`src/rtl/dbm_pkg.sv`:
```
package dbm_pkg;
  localparam int NSIDE          = 2;
  localparam int FLAGS_PER_SIDE = 2;
  localparam int NFLAG          = NSIDE * FLAGS_PER_SIDE;
  localparam int STS_W          = NFLAG;

  // command bit positions (shared encoding for both hosts)
  localparam int BIT_REQ    = 0;
  localparam int BIT_ACK    = 1;
  localparam int BIT_CLR_LO = 2;
  localparam int BIT_CLR_HI = 3;
  localparam int BIT_WIPE   = 6;
  localparam int MIN_CMD_W  = BIT_WIPE + 1;

  // side indices
  localparam int SIDE_PP  = 0;
  localparam int SIDE_IOB = 1;

  typedef struct packed {
    logic                      wipe;
    logic                      clr_peer;
    logic [FLAGS_PER_SIDE-1:0] set;
  } dbm_op_t;

  localparam dbm_op_t OP_NONE = '0;
endpackage

```
`src/rtl/dbm_cmd_dec.sv`:
```
module dbm_cmd_dec
  import dbm_pkg::*;
#(
  parameter int W = 8
) (
  input  logic         we,
  input  logic [W-1:0] cmd,
  output dbm_op_t      op
);
  localparam int SPARE_W = W - MIN_CMD_W;

  always_comb begin
    op = OP_NONE;
    if (we) begin
      op.set[BIT_REQ] = cmd[BIT_REQ];
      op.set[BIT_ACK] = cmd[BIT_ACK];
      op.clr_peer     = cmd[BIT_CLR_HI] & cmd[BIT_CLR_LO];
      op.wipe         = cmd[BIT_WIPE];
    end
  end

  // bits with no meaning in the command encoding
  logic unused_bits;
  if (SPARE_W > 0) begin : g_spare
    assign unused_bits = ^{cmd[W-1:MIN_CMD_W], cmd[BIT_WIPE-1:BIT_CLR_HI+1]};
  end else begin : g_nospare
    assign unused_bits = ^cmd[BIT_WIPE-1:BIT_CLR_HI+1];
  end
endmodule

```
`src/rtl/dbm_flag_bank.sv`:
```
module dbm_flag_bank
  import dbm_pkg::*;
(
  input  logic             clk,
  input  logic             rst,
  input  logic             hold,
  input  dbm_op_t          ops [NSIDE],
  output logic [NFLAG-1:0] flags_q,
  output logic [NFLAG-1:0] flags_d
);
  logic wipe_any;

  always_comb begin
    wipe_any = 1'b0;
    for (int s = 0; s < NSIDE; s++) wipe_any = wipe_any | ops[s].wipe;
  end

  for (genvar f = 0; f < NFLAG; f++) begin : g_flag
    localparam int OWNER = f / FLAGS_PER_SIDE;
    localparam int PEER  = NSIDE - 1 - OWNER;
    localparam int FBIT  = f % FLAGS_PER_SIDE;

    logic set_f, clr_f, nxt_f;

    // owner may only set, the peer may only clear; set has priority
    assign set_f = ops[OWNER].set[FBIT];
    assign clr_f = ops[PEER].clr_peer | wipe_any;
    assign nxt_f = set_f | (flags_q[f] & ~clr_f);
    assign flags_d[f] = hold ? 1'b0 : nxt_f;

    always_ff @(posedge clk) begin
      if (rst) flags_q[f] <= 1'b0;
      else     flags_q[f] <= flags_d[f];
    end
  end
endmodule

```
`src/rtl/dbm_view.sv`:
```
module dbm_view
  import dbm_pkg::*;
(
  input  logic             clk,
  input  logic             rst,
  input  logic [NFLAG-1:0] flags_q,
  input  logic [NFLAG-1:0] flags_d,
  output logic [STS_W-1:0] pp_sts,
  output logic [STS_W-1:0] iob_sts,
  output logic             pp_irq_n,
  output logic             iob_irq
);
  localparam int PP_LO  = SIDE_PP * FLAGS_PER_SIDE;
  localparam int IOB_LO = SIDE_IOB * FLAGS_PER_SIDE;

  // own flags in the low half, peer flags in the high half
  assign pp_sts  = {flags_q[IOB_LO +: FLAGS_PER_SIDE], flags_q[PP_LO +: FLAGS_PER_SIDE]};
  assign iob_sts = {flags_q[PP_LO +: FLAGS_PER_SIDE], flags_q[IOB_LO +: FLAGS_PER_SIDE]};

  // interrupts registered from next-state flags so they align with status
  always_ff @(posedge clk) begin
    if (rst) begin
      pp_irq_n <= 1'b1;
      iob_irq  <= 1'b0;
    end else begin
      pp_irq_n <= ~(|flags_d[IOB_LO +: FLAGS_PER_SIDE]);
      iob_irq  <=   |flags_d[PP_LO +: FLAGS_PER_SIDE];
    end
  end
endmodule

```
`src/rtl/dbell_mbox.sv`:
```
module dbell_mbox
  import dbm_pkg::*;
#(
  parameter int PP_CMD_W  = 8,
  parameter int IOB_CMD_W = 16
) (
  input  logic                 clk,
  input  logic                 rst,
  input  logic                 iob_rst,
  input  logic                 pp_cmd_we,
  input  logic [PP_CMD_W-1:0]  pp_cmd,
  input  logic                 iob_cmd_we,
  input  logic [IOB_CMD_W-1:0] iob_cmd,
  output logic [3:0]           pp_sts,
  output logic                 pp_irq_n,
  output logic [3:0]           iob_sts,
  output logic                 iob_irq
);
  dbm_op_t          ops [NSIDE];
  logic [NFLAG-1:0] flags_q;
  logic [NFLAG-1:0] flags_d;

  dbm_cmd_dec #(.W(PP_CMD_W)) u_dec_pp (
    .we (pp_cmd_we),
    .cmd(pp_cmd),
    .op (ops[SIDE_PP])
  );

  dbm_cmd_dec #(.W(IOB_CMD_W)) u_dec_iob (
    .we (iob_cmd_we),
    .cmd(iob_cmd),
    .op (ops[SIDE_IOB])
  );

  dbm_flag_bank u_bank (
    .clk    (clk),
    .rst    (rst),
    .hold   (iob_rst),
    .ops    (ops),
    .flags_q(flags_q),
    .flags_d(flags_d)
  );

  dbm_view u_view (
    .clk     (clk),
    .rst     (rst),
    .flags_q (flags_q),
    .flags_d (flags_d),
    .pp_sts  (pp_sts),
    .iob_sts (iob_sts),
    .pp_irq_n(pp_irq_n),
    .iob_irq (iob_irq)
  );
endmodule

```
`config.mk`:
```
export PLATFORM = sky130hd
export DESIGN_NAME = dbell_mbox
export DESIGN_NICKNAME = d
export VERILOG_FILES = /design/src/rtl/dbm_pkg.sv /design/src/rtl/dbm_cmd_dec.sv /design/src/rtl/dbm_flag_bank.sv /design/src/rtl/dbm_view.sv /design/src/rtl/dbell_mbox.sv
export SDC_FILE = /design/constraint.sdc
export NUM_CORES = 1
export LEC_CHECK = 0
export ABC_CLOCK_PERIOD_IN_PS = 1100
export BUFFER_PORTS_ARGS = -buffer_cell sky130_fd_sc_hd__buf_4
export CAP_MARGIN = 20
export CORE_AREA = 3 3 40 42
export DETAILED_ROUTE_END_ITERATION = 8
export DIE_AREA = 0 0 43 45
export REMOVE_ABC_BUFFERS = 1
export SLEW_MARGIN = 15
export SYNTH_ARGS = -nofsm -noshare
export SYNTH_HDL_FRONTEND = slang
export SYNTH_SLANG_ARGS = --single-unit
```
`constraint.sdc`:
```
create_clock -name clk -period 1.1 [get_ports clk]
set_input_delay 0.165 -clock clk [delete_from_list [all_inputs] [get_ports clk]]
set_output_delay 0.165 -clock clk [all_outputs]
set_load 0.01 [all_outputs]
```
# After elaboration in Yosys (flattened, before gate mapping)
# Cells that the tools add are included.
# word_totals
regBits	6
# classes
n_mux	6
n_bitwise	16
n_reduce_logical	2
# ops
cell	count
$mux 4	2
$or 1x1->1	7
$and 1x1->1	6
$mux 1	4
$reduce_or 2->1	2
$not 1->1	3

# Logic depth before layout (Yosys ltp)
# Gate-level depths: netlist (run 1).
# depth
depth_word	10
depth_mapped	3
depth_no_buf	3

# By module
# A second synthesis (run 1) with hierarchy kept.
# hier_totals
cells_unflattened	41
area_unflattened_um2	360.3
# by_module_without_submodules
module	instances	cells_each	area_each_um2
dbm_flag_bank	1	21	185.2
dbm_view	1	12	117.6
dbm_cmd_dec	2	4	28.8

# Worst setup path before layout (run 1)
# No wires, ideal clock.
# synth_timing
kind	in2reg
start	in rst
end	reg u_view.pp_irq_n
setup_time_ns	0.114
arrival_time_ns	0.725
slack_ns	0.261
path_stages	3
path_cell_list	or2_2 -> buf_1 -> a21o_1
# synth_lines
item	line	text
from (decl)	dbell_mbox.sv:8	input logic rst,
to (signal assigned)	dbm_view.sv:26	pp_irq_n <= ~(|flags_d[IOB_LO +: FLAGS_PER_SIDE]);
to (decl)	dbm_view.sv:10	output logic pp_irq_n,

# Worst setup path in the final report (run 1)
# layout_timing
start	reg u_bank.flags_q[0]
end	out iob_sts[2]
# layout_lines
item	line	text
from (decl)	dbm_flag_bank.sv:8	output logic [NFLAG-1:0] flags_q,
from (signal, indexed assignment)	dbm_flag_bank.sv:33	else flags_q[f] <= flags_d[f];
to (decl)	dbell_mbox.sv:16	output logic [3:0] iob_sts,
# No word-level cell between the ends.

==> results.yml, run 1 <==
power_and_ir_drop:
  power_leakage_nw: 0.220
  ir_worst_vdd_mv: 0.402
  power.share.combinational_pct: 18.7
  p_int_uw: 411
  power_density_nw_per_um2: 1170
  pwr-share-seq_pct: 42.4
  switching_share_pct: 24.6
  pwr-share-clk_pct: 38.9
  power.net_switching_uw: 134
floorplan:
  num_rows: 13
  die_area_um2: 1940
  die_w_um: 43
  io_pins: 39
  die_h_um: 45
  start_util_pct: 21.7
  design.core.area_um2: 1280
detailed_routing:
  wl_um: 724
  firstDrtPassIters: 2
  routedWlPerCell_um: 11.0
  drt_iter0_markers: 1
  vias: 296
  vias_per_cell: 4.48
  drc: 0
  ant_nets: 0
timing:
  slew_headroom_pct: 86.0
  setup_viol: 0
  worstMarginPinSlew_ps: 211
  hold_viol: 0
  finalCriticalPeriod_ps: 922
  drv_slew: 0
  worst_slack_ps: 178
  tns_ps: 0
  fmax_mhz: 1090
  finalCritPeriodShare_pct: 83.8
  skew_ps: 0.0903
  rsz0062_at_grt: "false"
final_layout:
  finalNetCount: 82
  final_cell_area_um2: 467
  layout-drive-gt1-share_pct: 56.9
  syn_to_final_growth_pct: 67.3
  fill_cells: 136
  seq_area_um2: 120
  multiInputGateArea_um2: 125
  diodes: 0
hold_path:
  worstHoldPathCells: 3
  worstHoldStart: "iob_cmd[1]"
  whs_endpoint: "u_bank.flags_q[3]"
  hp-class: "in2reg"
logic_synthesis:
  synth.area.top_cells: "dfxtp_1 (43%), a32oi_1 (13%), buf_4 (11%)"
  netlist_instances: 29
  synth_top_area_share_pct: 43.0
  postSynthAreaPerCell_um2: 9.62
  yosysSeqAreaShare_pct: 43.0
  ys_types: 12
  yosysTopAreaCell: "dfxtp_1"
  yosysWarningCount: 0
  ys_seq_elements: 6
  synthesis.area_um2: 279
worst_setup_path:
  worstSetupStartpointType: "flip-flop"
  worst-path-max-fanout: 4
  path_class: "reg2out"
  path_cells: "buf_4"
  r2r_slack_ps: 340
  critPathArrivalTime_ps: 760
  reg2reg_to: "u_view.pp_irq_n"
  crit_path_end_kind: "output port"
  crit_family: "flip-flops"
  reg2reg_depth: 2
  worstPathRequired_ps: 940
  crit_slowest_cell: "dfxtp_1"
  max_stage_delay_ps: 370
  r2r-start: "u_bank.flags_q[2]"
  cp_num_buf_inv: 1
outcome:
  status: "finished clean"
cts:
  clock_latency_ps: 250
  post_cts_buffers: 0
  cts_buffer_depth: 2
  clk_pin_slew_worst_paths_ps: 50
  cts-resized-gates: 0
  root_buffer: "clkbuf_4"
  cts_tree: "done"
  cts.sinks: 6
  hold_buffers: 0
  numCtsBuffers: 3
  htreeDepth: 1
run:
  cap_viol_max_count: 0
global_routing:
  grtUsageTotal_pct: 9.33
  grt_overflow_total: 0
  grt_max_degree: 7
  grt_antenna_before_repair: 0
  grt_pass1_vias: 310
  grt_pass1_wl_mm: 1.24
placed_design:
  place.gp.congestion: 0.588
  portBuffers: 24
  dp_hpwl_um: 595
  placed_area_um2: 444
  pre_cts_ws_ps: 135
## logic make-up (layout without fill, tap and decap cells)
| group | after synthesis | count (layout) | share of synthesized area, % |
|---|---|---|---|
| AND/OR/NAND/NOR | 7 | 7 | 11.2 |
| AO/OA/AOI/OAI | 11 | 11 | 33.6 |
| flip-flops | 6 | 6 | 43.1 |
| buffers and inverters | 5 | 27 | 12.1 |
## synthesized netlist by cell type
library cell and instances:
nor2_1 4, a22oi_4 1, a21o_1 1, buf_4 4, or2_2 1, a32oi_1 4
o21ai_0 2, dfxtp_1 6, nand3_1 2, a21oi_1 1, o211ai_1 2, buf_1 1
## layout by cell type (no fill, tap or decap)
cell	Yosys	final
a21o_1	1	1
a21oi_1	1	1
a22oi_4	1	1
a32oi_1	4	4
buf_4	4	24
clkbuf_4	0	3
dfxtp_1	6	6
nand3_1	2	2
nor2_1	4	4
o211ai_1	2	2
o21ai_0	2	2
or2_2	1	1
## registers in the layout, summed over array words and instances, names as in the netlist
| name | cells |
|---|---|
| u_bank.flags_q | 4 |
| u_view.iob_irq | 1 |
| u_view.pp_irq_n | 1 |
## stage by stage
stage	hold slack, ps	power [mW]	utilization [%]	cells
final	149	0.545	36.3	66
after global routing	157	0.583	36.3	66
after CTS	150	0.550	36.3	66
after detailed placement	409	0.338	34.6	63
after global placement	403	0.338	34.6	63
after floorplan	298	0.269	-	24
## how the worst max path moves through the flow
stage	from	to	slack, ps	cells past startpoint
floorplan	u_bank.flags_q[2]	u_view.pp_irq_n	260	2
detailed placement	iob_cmd_we	u_view.pp_irq_n	130	4
CTS	u_bank.flags_q[0]	iob_sts[2]	170	1
finish	u_bank.flags_q[0]	iob_sts[2]	180	1
global placement	iob_cmd_we	u_view.pp_irq_n	140	4
global route	u_bank.flags_q[3]	pp_sts[3]	120	1
## routing by layer
layer	part of all wire [%]	GRT usage [%]	routed length, um	vias to the layer above
li1	-	-	-	151
met2	46	12.9	330	16
met3	13	5.58	91	3
met5	0	0	0	-
met4	3.2	9.04	23	0
met1	38	9.66	278	126
## power groups by stage
stage                     logic [mW]  registers [mW]  clock network [mW]
after detailed placement       0.103           0.235                   0
after global routing           0.113           0.232               0.238
after floorplan               0.0273           0.241                   0
after global placement         0.103           0.235                   0
final                          0.102           0.231               0.212
after CTS                      0.103           0.231               0.216
## final cells by class
type / count / area share [%]
clock buffer: 3 / 4.83
tap: 15 / 4.02
sequential: 6 / 25.7
multi-input combinational: 18 / 26.8
timing repair buffer: 24 / 38.6
(Power assumes the default switching activity.)
==> inputs of run 2 (changes only) <==
ABC_AREA = 1   (was default)
ABC_CLOCK_PERIOD_IN_PS = 800   (was 1100)
clock period = 0.8 ns   (was 1.1 ns; I/O delays follow)
==> run 2 against run 1 <==
Compared with the run above: the run now ends with setup timing left; global-route usage is 0.30 points lower; synthesized area stayed put; register-to-register slack worse by 330 ps; cell count grew 17%; sequential share of layout area shrank 2.2 points; non-clock buffer count increased by 2; die area did not move; count of clock-buffer cells in the layout unchanged; core utilization grew 6.2 points; synthesized cell count is 28% higher; hold slack got worse by 39 ps; highest routed layer unchanged.
==> results.yml, run 2 <==
outcome:
  status: "finished with violations"
  violations: "setup timing"
detailed_routing:
  vias_per_cell: 4.26
  drc: 0
  vias: 328
  firstDrtPassIters: 2
  drt_iter0_markers: 3
  ant_nets: 0
  routedWlPerCell_um: 10.2
  wl_um: 785
floorplan:
  design.core.area_um2: 1280
  die_w_um: 43
  die_area_um2: 1940
  die_h_um: 45
  num_rows: 13
  io_pins: 39
  start_util_pct: 21.7
timing:
  worstMarginPinSlew_ps: 293
  tns_ps: -344
  hold_viol: 0
  skew_ps: 0.158
  drv_slew: 0
  worst_slack_ps: -102
  setup_viol: 8
  finalCriticalPeriod_ps: 902
  finalCritPeriodShare_pct: 113
  slew_headroom_pct: 80.4
  rsz0062_at_grt: "true"
  fmax_mhz: 1110
cts:
  numCtsBuffers: 3
  clock_latency_ps: 250
  cts_buffer_depth: 2
  clk_pin_slew_worst_paths_ps: 50
  root_buffer: "clkbuf_4"
  cts.sinks: 6
  htreeDepth: 1
  cts_tree: "done"
  hold_buffers: 0
logic_synthesis:
  synth_ff_type: "dfxtp_1"
  synthesis.area_um2: 279
  yosys.area_share.simple_pct: 29.1
  synth.area.top_cells: "dfxtp_1 (43%), buf_4 (11%), nand2_1 (11%)"
  ys_seq_elements: 6
  synth_edf_count: 0
  synth_async_sr_flop_share_pct: 0
  yosysSeqAreaShare_pct: 43.0
  synth_top_family_by_area: "simple AND/OR/NAND/NOR gates"
  ys_top_cells_by_count: "nand2_1 (8), dfxtp_1 (6), inv_1 (6)"
  netlist_instances: 37
  synth_fa_ha_area_share_pct: 0
  yosysWarningCount: 0
  postSynthAreaPerCell_um2: 7.54
  post-synth-top-count-cell: "nand2_1"
  muxShareOfSynthArea_pct: 0
  ys_types: 12
  yosysTopAreaCell: "dfxtp_1"
  synth_top_area_share_pct: 43.0
  synthXorXnorAreaFrac_pct: 0
  synth-compound-area-share_pct: 8.97
final_layout:
  diodes: 0
  syn_to_final_growth_pct: 96.0
  final_cell_mix: "buf_4 (16), buf_6 (10), nand2_1 (7)"
  final_cell_area_um2: 547
  regMostFlops: "u_bank.flags_q"
  layout-drive-gt1-share_pct: 61.3
  finalNonFillerCells: 77
  largest_reg_flops: 4
  reg_top3: "u_bank.flags_q (4), u_view.iob_irq (1), u_view.pp_irq_n (1)"
  finalNetCount: 93
  final_common_cell: "buf_4"
global_routing:
  grt_overflow_total: 0
  grt_pass1_wl_mm: 1.24
  grtUsageTotal_pct: 9.03
  grt_pass1_vias: 304
  grt_antenna_before_repair: 0
  grt_max_degree: 5
worst_setup_path:
  worstPathRequired_ps: 680
  path_class: "reg2out"
  critPathArrivalTime_ps: 780
  crit_path_end_kind: "output port"
  worst-path-max-fanout: 2
  r2r_slack_ps: 10
  worstSetupStartpointType: "flip-flop"
run:
  cap_viol_max_count: 0
power_and_ir_drop:
  power_density_nw_per_um2: 1400
  ir_worst_vdd_mv: 0.652
  power_leakage_nw: 0.285
placed_design:
  place.gp.congestion: 0.683
  portBuffers: 24
  dp.cells: 74
  placed_area_um2: 463
  pre_cts_ws_ps: 15.3
  dp_hpwl_um: 619
hold_path:
  hp-class: "in2reg"
## run 2: changes by cell type after synthesis, sizes merged, moves of 2 or more
cell,delta
nand2,+9
inv,+6
a32oi,-4
nand4,+4
nor2,-3
o211ai,-2
## run 2: what timing repair did
| item | CTS | global route |
|---|---|---|
| pin swaps | 0 | 2 |
| resized for setup | 14 | 6 |
| endpoints found under the setup margin | 9 | 12 |
| buffers inserted | 1 | 0 |
## run 2: cell families after synthesis
| group | Yosys count |
|---|---|
| simple gates | 16 |
| flops | 6 |
| buf+inv | 10 |
| compound gates | 5 |
## run 2: power breakdown
group | total, mW | switching (mW) | leakage [nW] | internal (mW)
combinational | 0.156 | 0.0626 | 0.220 | 0.0930
clock | 0.290 | 0.120 | 0.0138 | 0.170
sequential | 0.319 | 0.00814 | 0.0508 | 0.311
## run 2: critical path, stage by stage (launching register included)
cell	delay, ps
dfxtp_2	320
buf_6	110
buf_6	110
## run 2: layout make-up
cell class	instances	area, um^2
Inverter	6	22.5
Multi-Input combinational cell	21	121
Tap cell	15	18.8
Clock buffer	3	22.5
Fill cell	134	738
Sequential cell	6	129
Timing Repair Buffer	26	233
## run 2: worst paths after layout
| path | startpoint | endpoint | depth (start not counted) |
|---|---|---|---|
| worst max-delay path | u_bank.flags_q[3] | iob_sts[1] | 2 |
| worst min-delay path | iob_rst | u_view.pp_irq_n | 3 |
| worst max register to register | u_bank.flags_q[3] | u_view.pp_irq_n | 4 |
| worst min register to register | u_bank.flags_q[2] | u_bank.flags_q[2] | 2 |
## run 2: layer usage
| layer | routed length, um | vias to the layer above | track usage [%] |
|---|---|---|---|
| li1 | - | 168 | - |
| met1 | 327 | 138 | 12.0 |
| met2 | 314 | 20 | 10.8 |
| met3 | 122 | 2 | 4.38 |
| met4 | 20 | 0 | 7.23 |
| met5 | 0 | - | 0 |
## run 2: metrics by stage
stage	power (mW)	util, %	hold WS, ps
global route	0.791	42.6	134
global placement	0.459	36.0	378
detailed placement	0.461	36.0	376
CTS	0.766	41.1	129
floorplan	0.366	-	256
finish	0.765	42.6	110
